==> config.mk <==
export PLATFORM = sky130hd
export DESIGN_NAME = permline_addr_gen
export DESIGN_NICKNAME = d
export VERILOG_FILES = /design/src/rtl/permline_addr_gen.sv
export SDC_FILE = /design/constraint.sdc
export NUM_CORES = 1
export LEC_CHECK = 0
export BUFFER_PORTS_ARGS = -buffer_cell sky130_fd_sc_hd__buf_4
export CORE_UTILIZATION = 24
export DETAILED_ROUTE_END_ITERATION = 16
export PLACE_DENSITY = 0.44
export SLEW_MARGIN = 20
export SYNTH_ARGS = -nofsm -noshare
export SYNTH_HDL_FRONTEND = slang
export SYNTH_SLANG_ARGS = --single-unit
==> constraint.sdc <==
create_clock -name clk -period 3.4 [get_ports clk]
set_input_delay 0.34 -clock clk [delete_from_list [all_inputs] [get_ports clk]]
set_output_delay 0.34 -clock clk [all_outputs]
set_load 0.01 [all_outputs]
==> src/rtl/permline_addr_gen.sv <==
module permline_addr_gen #(
  parameter int DEPTH = 64,
  localparam int AW = $clog2(DEPTH),
  localparam int LW = $clog2(DEPTH + 1)
) (
  input  logic          clk,
  input  logic          rst_n,
  input  logic          line_start,
  input  logic          advance,
  input  logic [LW-1:0] line_len,
  output logic [AW-1:0] addr_o,
  output logic          line_done
);

  logic [LW-1:0] len_q;
  logic [AW-1:0] lim, stride, next_stride, thr, sdiff;
  logic [AW-1:0] addr_q, cnt;
  logic          active;

  logic          same_len;
  logic [AW-1:0] lim_n, st0, nxt;
  logic          last;

  assign same_len = (line_len == len_q);
  assign lim_n    = AW'(line_len - LW'(1));
  assign st0      = same_len ? next_stride : AW'(1);
  assign nxt      = (addr_q > thr) ? addr_q + sdiff : addr_q + stride;
  assign last     = (cnt == lim);

  assign addr_o    = last ? lim : addr_q;
  assign line_done = active && last;

  always_ff @(posedge clk) begin
    if (!rst_n) begin
      len_q       <= '0;
      lim         <= '0;
      stride      <= AW'(1);
      next_stride <= AW'(1);
      thr         <= '0;
      sdiff       <= '0;
      addr_q      <= '0;
      cnt         <= '0;
      active      <= 1'b0;
    end else if (line_start) begin
      len_q  <= line_len;
      lim    <= lim_n;
      stride <= st0;
      thr    <= lim_n - st0;
      sdiff  <= st0 - lim_n;
      addr_q <= '0;
      cnt    <= '0;
      active <= 1'b1;
      if (!same_len) next_stride <= AW'(1);
    end else if (active && advance) begin
      if (last) begin
        active <= 1'b0;
      end else begin
        addr_q <= nxt;
        cnt    <= cnt + AW'(1);
        if (cnt == (lim >> 1)) next_stride <= nxt;
      end
    end
  end

endmodule

==> impl_metrics.env, run 1 <==
export IMPL_outcome="finished clean"
export IMPL_r2r_end="addr_q[5]"
export IMPL_fin_skew_ns=0.0104
export IMPL_synthToLayoutAreaGrowth_pct=14.8
export IMPL_synth_top_family_by_area="simple AND/OR/NAND/NOR gates"
export IMPL_placedCellCount=513
export IMPL_grt_antenna_before_repair=0
export IMPL_clockPowerShare=0.358
export IMPL_place_hpwl_mm=5.42
export IMPL_crit_type="register to register"
export IMPL_initial_utilization=0.246
export IMPL_grt_pass1_wl_mm=11.5
export IMPL_cp_max_fo=4
export IMPL_final_cells=520
export IMPL_startpoint="thr[5]"
export IMPL_rsz0062_at_grt="false"
export IMPL_cp_arrival_ns=3.40
export IMPL_synth_cell_types=43
export IMPL_p_seq_frac=0.452
export IMPL_drive_above_1_share=0.126
export IMPL_ant_nets=0
export IMPL_r2r_start="thr[5]"
export IMPL_synth_nets=372
export IMPL_fillers=1354
export IMPL_p_int_mw=0.994
export IMPL_ios=18
export IMPL_postCtsSetupBuffers=0
export IMPL_drtPass1Iterations=4
export IMPL_max_cap_violations=0
export IMPL_dieWidth_um=115
export IMPL_drc=0
export IMPL_finalHoldViolCount=0
export IMPL_port_buffers=17
export IMPL_synth_compound_area_frac=0.134
export IMPL_grt_ovfl_total=0
export IMPL_met1_usage=0.156
export IMPL_r2r_setup_slack_ns=0.18
export IMPL_yosysTopAreaCell="dfxtp_1"
export IMPL_layout_common_cells="dfxtp_1 (49), inv_1 (26), nand2_1 (24), xnor2_1 (24)"
export IMPL_cp_start_kind="register"
export IMPL_num_rows=41
export IMPL_via_per_inst=4.28
export IMPL_hold_start="line_len[0]"
export IMPL_switching_share=0.279
export IMPL_ys_ff_latch=49
export IMPL_synth_seq_area_share=0.318
export IMPL_avgSynthCellArea_sq_um=9.22
export IMPL_cp_slowest_cell="mux2_2"
export IMPL_power_density_nw_per_um2=389
export IMPL_p_sw_mw=0.385
export IMPL_grt_start_max_net_pins=55
export IMPL_cts_max_path_buffers=2
export IMPL_worstMarginPinSlew_ns=0.665
export IMPL_final_common_cell="dfxtp_1"
export IMPL_synth_area_mux_share=0.119
export IMPL_setup_viol=0
export IMPL_relSlewSlack=0.557
export IMPL_avgRoutedWirePerCell_um=13.8
export IMPL_clk_latency_ns=0.29
export IMPL_rr_worst_depth=14
export IMPL_synthTopCellsByArea="dfxtp_1 (32%), ha_1 (9.3%), mux2i_1 (7.5%)"
export IMPL_tns_ns=0
export IMPL_whs_path_depth=2
export IMPL_use_met3=0.0256
export IMPL_yosys_area_share_adder=0.113
export IMPL_final_net_count=385
export IMPL_core_sq_um=12600
export IMPL_syn_inst=335
export IMPL_finalMaxSlewViolations=0
export IMPL_ir_drop_v=0.000198
export IMPL_tritoncts="built"
export IMPL_critPathMaxStageDelay_ns=0.34
export IMPL_cts_root_buffer="clkbuf_16"
export IMPL_fmax_ghz=0.310
export IMPL_grt_pass1_vias=2152
export IMPL_period_minus_slack_ns=3.22
export IMPL_use_met2=0.183
export IMPL_netlist_area_sq_um=3090
export IMPL_dieArea_sq_um=13300
export IMPL_fin_total_pwr_mw=1.38
export IMPL_clkTransAtPathRegs_ns=0.07
export IMPL_combinationalPowerShare=0.190
export IMPL_htreeDepth=2
export IMPL_num_antenna_cells=0
export IMPL_min_period_over_period=0.948
export IMPL_dieHeight_um=115
export IMPL_synth_top_cell_area_share=0.318
export IMPL_clock_sinks=49
export IMPL_synth_xor_area_share=0.118
export IMPL_drt_initial_drc_count=65
export IMPL_vias=2228
export IMPL_synthSimpleGateAreaFrac=0.148
export IMPL_final_core_util=0.282
export IMPL_groute_usage_overall=0.115
export IMPL_cts_buffers=5
export IMPL_drt_wl_total_mm=7.18
export IMPL_cts_hold_buf=0
export IMPL_cp_required_ns=3.58
export IMPL_min_path_type="primary input to register"
export IMPL_cts_repair_resize_count=0
export IMPL_place_gp_congestion=0.766
export IMPL_path_cells="inv_1, ha_1, and4_1, and3_1, a31oi_4, buf_4, mux2_2, ha_1, o21ai_0, o21bai_1, a21oi_2, nand2b_1, mux2i_1, mux2_2"
export IMPL_hold_path_end="lim[0]"
export IMPL_endpoint_kind="register"
export IMPL_p_leak_nw=1.58
export IMPL_busiest_layer="met2"
export IMPL_synth_warnings=0
-- cell families (layout without fill, tap and decap cells) --
| group | count (synthesis) | count (layout) |
|---|---|---|
| DFF | 49 | 49 |
| AOI/OAI and AO/OA | 56 | 56 |
| xor gates and xnor gates | 40 | 40 |
| adders and majority gates | 26 | 26 |
| and+or+nand+nor | 88 | 88 |
| muxes | 35 | 35 |
| buffers and inverters | 41 | 54 |
-- layout make-up --
type,count,area (sq um),area share
well taps,172,215,0.0607
clock inverters,2,16.3,0.00459
multi-input cells,245,1950,0.551
flip-flops and latches,49,981,0.277
repair buffers,21,158,0.0444
clock buffers,5,125,0.0353
inverters,26,97.6,0.0275
-- Yosys cell counts --
master and instances:
o21ai_1 1, fa_1 3, nand4_1 3, a21oi_1 11, xor2_1 15, o211ai_2 1
and4_1 3, ha_1 23, dfxtp_1 49, nor2_1 17, clkbuf_2 1, clkbuf_1 11
and2b_1 1, o31ai_2 1, a31oi_4 1, mux2_2 11, nand4b_1 1, and4b_1 1
o21ai_0 12, nor2b_1 15, and3_1 2, nand2b_1 7, nand2_1 24, a211oi_1 2
inv_1 26, o2111ai_1 1, nor3b_1 1, xnor3_1 1, nor3_1 2, mux2i_1 23
o21a_1 1, o21bai_1 3, buf_2 2, nor4_1 1, a221oi_1 2, o211a_1 10
a21o_1 5, nand3_1 3, a21boi_0 5, mux2i_2 1, buf_1 1, xnor2_1 24
and2_1 7
-- power by group through the flow --
stage,Combinational (mW),Clock (mW),Sequential [mW]
2_1_floorplan,0.193,0,0.627
3_3_place_gp,0.264,0,0.637
3_5_place_dp,0.264,0,0.637
4_1_cts,0.265,0.516,0.624
5_1_grt,0.292,0.535,0.626
6_report,0.262,0.494,0.623
-- worst max-delay path, delay by kind of cell (launching register included) --
family / cells / cell delay [ns]
multiplexers: 3 / 0.84
adder cells (fa/ha/maj): 2 / 0.63
AND/OR/NAND/NOR: 3 / 0.56
AO/OA/AOI/OAI: 4 / 0.56
flip-flops: 1 / 0.32
buffers and inverters: 2 / 0.21
-- worst max path at each step --
| stage | depth (start not counted) | end |
|---|---|---|
| 3_5_place_dp | 14 | addr_q[5] |
| 5_1_grt | 15 | next_stride[4] |
| 6_report | 14 | addr_q[5] |
| 3_3_place_gp | 13 | addr_q[5] |
| 2_1_floorplan | 13 | addr_q[5] |
| 4_1_cts | 13 | addr_q[5] |
-- state kept, by name (all words and copies together) (netlist names) --
| name | flops |
|---|---|
| len_q | 7 |
| addr_q | 6 |
| cnt | 6 |
| lim | 6 |
| next_stride | 6 |
| stride | 6 |
| thr | 6 |
| sdiff | 5 |
| active | 1 |
-- metrics by stage --
step,setup slack (ns),instance area (sq um),hold WS (ns)
floorplan,0.306,3090,0.434
global placement,0.195,3400,0.473
detailed placement,0.173,3400,0.475
CTS,0.163,3540,0.287
global route,0.00117,3550,0.290
finish,0.175,3550,0.292
-- routing by layer --
metal | vias up | wire length [um]
met5 | - | 0
met3 | 6 | 156
met4 | 0 | 72
met2 | 20 | 3260
li1 | 1159 | -
met1 | 1043 | 3690
Power figures use the tool's default switching activity.
==> run 2, diff against run 1 <==
--- a/config.mk
+++ b/config.mk
@@ -6,8 +6,10 @@
 export NUM_CORES = 1
 export LEC_CHECK = 0
 export BUFFER_PORTS_ARGS = -buffer_cell sky130_fd_sc_hd__buf_4
+export CORE_MARGIN = 1.5
 export CORE_UTILIZATION = 24
 export DETAILED_ROUTE_END_ITERATION = 16
+export MAX_ROUTING_LAYER = met4
 export PLACE_DENSITY = 0.44
 export SLEW_MARGIN = 20
 export SYNTH_ARGS = -nofsm -noshare
==> constraint.sdc (replaced) <==
create_clock -name clk -period 3.7 [get_ports clk]
set_input_delay 0.37 -clock clk [delete_from_list [all_inputs] [get_ports clk]]
set_output_delay 0.37 -clock clk [all_outputs]
set_load 0.01 [all_outputs]
==> run 2 against run 1 <==
Compared with the run above:
- hold slack improved by 0.0083 ns
- critical endpoint unchanged
- non-clock buffer count decreased by 3
- cell count decreased by 0.38%
==> impl_metrics.env, run 2 (synthesis results as in run 1) <==
export IMPL_final_net_count=382
export IMPL_combinationalPowerShare=0.180
export IMPL_cp_start_kind="register"
export IMPL_cp_required_ns=3.88
export IMPL_dieArea_sq_um=13600
export IMPL_busiest_layer="met2"
export IMPL_finalHoldViolCount=0
export IMPL_initial_utilization=0.246
export IMPL_cts_root_buffer="clkbuf_16"
export IMPL_place_hpwl_mm=5.43
export IMPL_p_leak_nw=1.57
export IMPL_drt_initial_drc_count=124
export IMPL_crit_type="register to register"
export IMPL_drt_wl_total_mm=7.18
export IMPL_fmax_ghz=0.301
export IMPL_worstMarginPinSlew_ns=0.636
export IMPL_endpoint_kind="register"
export IMPL_num_antenna_cells=0
export IMPL_final_common_cell="dfxtp_1"
export IMPL_place_gp_congestion=0.849
export IMPL_largest_reg_flops=7
export IMPL_drtPass1Iterations=4
export IMPL_cts_buffers=5
export IMPL_fin_skew_ns=0.00855
export IMPL_rsz0062_at_grt="false"
export IMPL_core_sq_um=12600
export IMPL_fillers=1353
export IMPL_largest_register="len_q"
export IMPL_clkTransAtPathRegs_ns=0.07
export IMPL_min_period_over_period=0.898
export IMPL_tritoncts="built"
export IMPL_htreeDepth=2
export IMPL_seqCellArea_sq_um=981
export IMPL_via_per_inst=4.29
export IMPL_outcome="finished clean"
export IMPL_grt_ovfl_total=0
export IMPL_clk_latency_ns=0.30
export IMPL_whs_path_depth=2
export IMPL_layout_common_cells="dfxtp_1 (49), inv_1 (26), nand2_1 (24), xnor2_1 (24)"
export IMPL_grt_start_max_net_pins=57
export IMPL_vias=2222
export IMPL_period_minus_slack_ns=3.32
export IMPL_finalMaxSlewViolations=0
export IMPL_cts_hold_buf=0
export IMPL_cp_max_fo=6
export IMPL_clockPowerShare=0.379
export IMPL_switching_share=0.280
export IMPL_use_met3=0.0270
export IMPL_grt_antenna_before_repair=0
export IMPL_multiInputGateArea_sq_um=1950
export IMPL_num_rows=41
export IMPL_use_met2=0.184
export IMPL_ant_nets=0
export IMPL_power_density_nw_per_um2=367
export IMPL_cts_max_path_buffers=2
export IMPL_tns_ns=0
export IMPL_grt_pass1_wl_mm=11.9
export IMPL_groute_usage_overall=0.121
export IMPL_postCtsSetupBuffers=0
export IMPL_cp_arrival_ns=3.51
export IMPL_p_seq_frac=0.442
export IMPL_setup_viol=0
export IMPL_met1_usage=0.160
export IMPL_ir_drop_v=0.000150
export IMPL_relSlewSlack=0.575
export IMPL_avgRoutedWirePerCell_um=13.9
export IMPL_dieWidth_um=116
export IMPL_rr_worst_depth=13
export IMPL_clock_sinks=49
export IMPL_dieHeight_um=116
export IMPL_final_core_util=0.281
export IMPL_p_int_mw=0.934
export IMPL_p_sw_mw=0.364
export IMPL_grt_pass1_vias=2260
export IMPL_ios=18
export IMPL_max_cap_violations=0
export IMPL_port_buffers=17
export IMPL_cts_repair_resize_count=0
export IMPL_drive_above_1_share=0.118
export IMPL_synthToLayoutAreaGrowth_pct=14.5
export IMPL_min_path_type="primary input to register"
export IMPL_drc=0
run 2: changes by cell type in the layout (fill, tap and decap cells not counted), sizes merged:
cell / delta
buf: -3
clkbuf: +1
clkinvlp: -1
inv: +1
run 2: through the flow:
| stage | hold WS, ns | cells | cell area, sq um | total power, mW | setup slack, ns |
|---|---|---|---|---|---|
| detailed placement | 0.471 | 510 | 3380 | 0.822 | 0.392 |
| finish | 0.300 | 518 | 3540 | 1.30 | 0.376 |
| CTS | 0.292 | 518 | 3540 | 1.32 | 0.356 |
| global route | 0.309 | 518 | 3540 | 1.37 | 0.159 |
| global placement | 0.465 | 510 | 3380 | 0.821 | 0.429 |
| floorplan | 0.449 | 335 | 3090 | 0.753 | 0.606 |
run 2: cell type report:
cell class | count | area share
Clock buffer | 6 | 0.0393
Sequential cell | 49 | 0.277
Timing Repair Buffer | 18 | 0.0382
Inverter | 26 | 0.0276
Multi-Input combinational cell | 245 | 0.552
Tap cell | 172 | 0.0609
Clock inverter | 2 | 0.00495
run 2: critical path, cell delays in order (launching register included):
cell	delay, ns
dfxtp_1	0.33
inv_1	0.05
ha_1	0.31
and4_1	0.22
and3_1	0.20
a31oi_4	0.26
mux2_2	0.39
ha_1	0.29
a211oi_1	0.24
o21bai_1	0.10
a21oi_1	0.23
nand2_1	0.08
mux2i_1	0.16
mux2_2	0.34
run 2: final timing paths:
path | start | slack (ns) | end
min reg2reg | stride[3] | 0.48 | stride[3]
max reg2reg | thr[5] | 0.38 | addr_q[5]
min | line_len[0] | 0.30 | lim[0]
max | thr[5] | 0.38 | addr_q[5]
run 2: routing by layer:
layer	part of all wire	wire length, um
met1	0.51	3660
met2	0.45	3230
met3	0.025	180
met4	0.014	101
met5	0	0
run 2: power groups by stage:
stage / registers, mW / clock network, mW / logic [mW]
final: 0.573 / 0.491 / 0.233
after global routing: 0.576 / 0.528 / 0.262
after CTS: 0.574 / 0.510 / 0.237
after detailed placement: 0.586 / 0 / 0.236
after global placement: 0.586 / 0 / 0.235
after floorplan: 0.576 / 0 / 0.177
==> run 3, diff against run 2 <==
--- a/config.mk
+++ b/config.mk
@@ -5,12 +5,14 @@
 export SDC_FILE = /design/constraint.sdc
 export NUM_CORES = 1
 export LEC_CHECK = 0
+export ABC_AREA = 1
 export BUFFER_PORTS_ARGS = -buffer_cell sky130_fd_sc_hd__buf_4
 export CORE_MARGIN = 1.5
 export CORE_UTILIZATION = 24
 export DETAILED_ROUTE_END_ITERATION = 16
 export MAX_ROUTING_LAYER = met4
 export PLACE_DENSITY = 0.44
+export SKIP_LAST_GASP = 1
 export SLEW_MARGIN = 20
 export SYNTH_ARGS = -nofsm -noshare
 export SYNTH_HDL_FRONTEND = slang
==> run 3 against run 2 <==
Compared with the run above:
- sequential power barely moved
- critical path type unchanged
- combinational power rose by 22%
- synthesized cell count increased by 43%
- clock power fell by 4.7%
- highest routed layer unchanged
- via count increased by 32%
==> impl_metrics.env, run 3 <==
export IMPL_finalMaxSlewViolations=0
export IMPL_outcome="finished clean"
export IMPL_cts_hold_buf=0
export IMPL_drive_above_1_share=0.0933
export IMPL_cp_required_ns=3.93
export IMPL_r2r_setup_slack_ns=0.74
export IMPL_cp_max_fo=11
export IMPL_grt_pass1_wl_mm=14.5
export IMPL_whs_ns=0.336
export IMPL_cts_buffers=5
export IMPL_power_density_nw_per_um2=363
export IMPL_core_sq_um=13100
export IMPL_final_core_util=0.278
export IMPL_fin_total_pwr_mw=1.33
export IMPL_tns_ns=0
export IMPL_dieArea_sq_um=14100
export IMPL_num_antenna_cells=0
export IMPL_synth_top_cell_area_share=0.305
export IMPL_groute_usage_overall=0.135
export IMPL_min_period_over_period=0.801
export IMPL_synth_warnings=0
export IMPL_r2r_end="next_stride[4]"
export IMPL_avgRoutedWirePerCell_um=13.5
export IMPL_cts_root_buffer="clkbuf_16"
export IMPL_synth_edff_count=0
export IMPL_cp_start_kind="register"
export IMPL_yosysTopAreaCell="dfxtp_1"
export IMPL_endpoint_kind="register"
export IMPL_rr_worst_depth=16
export IMPL_layout_common_cells="nand2_1 (134), inv_1 (68), dfxtp_1 (49)"
export IMPL_fin_skew_ns=0.00660
export IMPL_synthToLayoutAreaGrowth_pct=13.7
export IMPL_worst_slack_ns=0.735
export IMPL_cp_slowest_cell="fa_1"
export IMPL_place_hpwl_mm=6.98
export IMPL_worstMarginPinSlew_ns=0.640
export IMPL_relSlewSlack=0.572
export IMPL_dieHeight_um=119
export IMPL_port_buffers=17
export IMPL_grt_ovfl_total=0
export IMPL_via_per_inst=4.40
export IMPL_synthTopCellsByArea="dfxtp_1 (31%), nand2_1 (16%), ha_1 (9.0%)"
export IMPL_crit_end="next_stride[4]"
export IMPL_critPathMaxStageDelay_ns=0.39
export IMPL_final_cell_area_sq_um=3660
export IMPL_place_gp_congestion=0.895
export IMPL_setup_viol=0
export IMPL_ys_ff_latch=49
export IMPL_synth_nets=517
export IMPL_drt_initial_drc_count=148
export IMPL_tritoncts="built"
export IMPL_synth_cell_types=34
export IMPL_clk_latency_ns=0.30
export IMPL_syn_inst=480
export IMPL_num_rows=42
export IMPL_rsz0062_at_grt="false"
export IMPL_async_flop_share=0
export IMPL_largest_reg_flops=7
export IMPL_min_path_type="primary input to register"
export IMPL_clock_sinks=49
export IMPL_final_cells=669
export IMPL_cts_repair_resize_count=0
export IMPL_yosys_most_used_dff="dfxtp_1"
export IMPL_crit_type="register to register"
export IMPL_grt_pass1_vias=2811
export IMPL_yosysMostFrequentCell="nand2_1"
export IMPL_final_common_cell="nand2_1"
export IMPL_critPathMostFrequentCell="nand2_1"
export IMPL_cts_max_path_buffers=2
export IMPL_crit_cells=16
export IMPL_startpoint="addr_q[5]"
export IMPL_grt_antenna_before_repair=0
export IMPL_dpl_cell_area_sq_um=3510
export IMPL_cp_arrival_ns=3.19
export IMPL_period_minus_slack_ns=2.96
export IMPL_fmax_ghz=0.337
export IMPL_p_leak_nw=1.75
export IMPL_netlist_area_sq_um=3210
export IMPL_vias=2941
export IMPL_ios=18
export IMPL_drtPass1Iterations=4
export IMPL_crit_buf_inv=1
export IMPL_finalHoldViolCount=0
export IMPL_r2r_start="addr_q[5]"
export IMPL_path_cells="ha_1, nand2_1, nor2_1, nand2_1, nand3_1, nand2_1, o21ai_0, ha_1, inv_1, fa_1, o21ai_0, xor2_1, nand2_1, nand2_1, nand2_1, a21oi_1"
export IMPL_placedCellCount=661
export IMPL_ir_drop_v=0.000167
export IMPL_postCtsSetupBuffers=0
export IMPL_avgSynthCellArea_sq_um=6.70
export IMPL_drc=0
export IMPL_dp_slack_ns=0.761
export IMPL_cp_top_family="adder cells"
export IMPL_max_cap_violations=0
export IMPL_grt_start_max_net_pins=22
export IMPL_synth_seq_area_share=0.305
export IMPL_initial_utilization=0.245
export IMPL_htreeDepth=2
export IMPL_dieWidth_um=119
export IMPL_synth_common_cells="nand2_1 (134), inv_1 (68), dfxtp_1 (49)"
export IMPL_ant_nets=0
export IMPL_drt_wl_total_mm=9.06
export IMPL_clkTransAtPathRegs_ns=0.07
export IMPL_final_net_count=529
export IMPL_largest_register="len_q"
-- run 3: cell types whose count changed after synthesis, sizes merged, moves of 12 or more --
| cell | before | now |
|---|---|---|
| nor2 | 17 | 29 |
| nor2b | 15 | 0 |
| inv | 26 | 77 |
| a21oi | 11 | 27 |
| xnor2 | 24 | 5 |
| nand3 | 3 | 35 |
| mux2i | 24 | 0 |
| nand2 | 24 | 139 |
| o22ai | 0 | 13 |
| o21ai | 13 | 36 |
-- run 3: cells by family (layout without fill, tap and decap cells) --
logic type,Yosys count,after routing,share of synthesized area
compound gates,82,82,0.141
xor+xnor,20,20,0.0545
fa+ha+maj,26,26,0.108
buf+inv,93,106,0.114
flops,49,49,0.305
simple gates,210,210,0.278
-- run 3: layout make-up --
| class | count | area, sq um |
|---|---|---|
| Inverter | 78 | 293 |
| Sequential cell | 49 | 981 |
| Clock inverter | 2 | 15.0 |
| Fill cell | 1478 | 9480 |
| Timing Repair Buffer | 20 | 150 |
| Clock buffer | 6 | 129 |
| Multi-Input combinational cell | 338 | 1870 |
| Tap cell | 176 | 220 |
-- run 3: where the power goes --
group / switching (mW) / internal (mW) / total [mW]
registers: 0.0188 / 0.556 / 0.575
logic: 0.187 / 0.0975 / 0.285
clock network: 0.216 / 0.252 / 0.468
-- run 3: layer usage --
layer / track usage / wire length (um) / vias up
li1: - / - / 1555
met1: 0.185 / 4700 / 1324
met2: 0.198 / 3790 / 43
met3: 0.0198 / 259 / 19
met4: 0.0572 / 309 / 0
met5: - / 0 / -
-- run 3: worst min path at each step --
stage | depth (start not counted) | from | end | slack (ns)
after global routing | 3 | line_len[6] | len_q[6] | 0.36
after detailed placement | 2 | stride[2] | stride[2] | 0.45
after global placement | 2 | stride[1] | stride[1] | 0.45
after floorplan | 2 | stride[0] | stride[0] | 0.43
final | 3 | line_len[6] | len_q[6] | 0.34
after CTS | 3 | line_len[6] | len_q[6] | 0.34
-- run 3: worst reg2reg max path, delay by kind of cell (launching register included) --
family	cells	cell delay [ns]
XOR/XNOR	1	0.21
adder cells (fa/ha/maj)	3	0.93
buffers and inverters	1	0.07
AND/OR/NAND/NOR	8	0.74
flip-flops	1	0.35
AO/OA/AOI/OAI	3	0.59
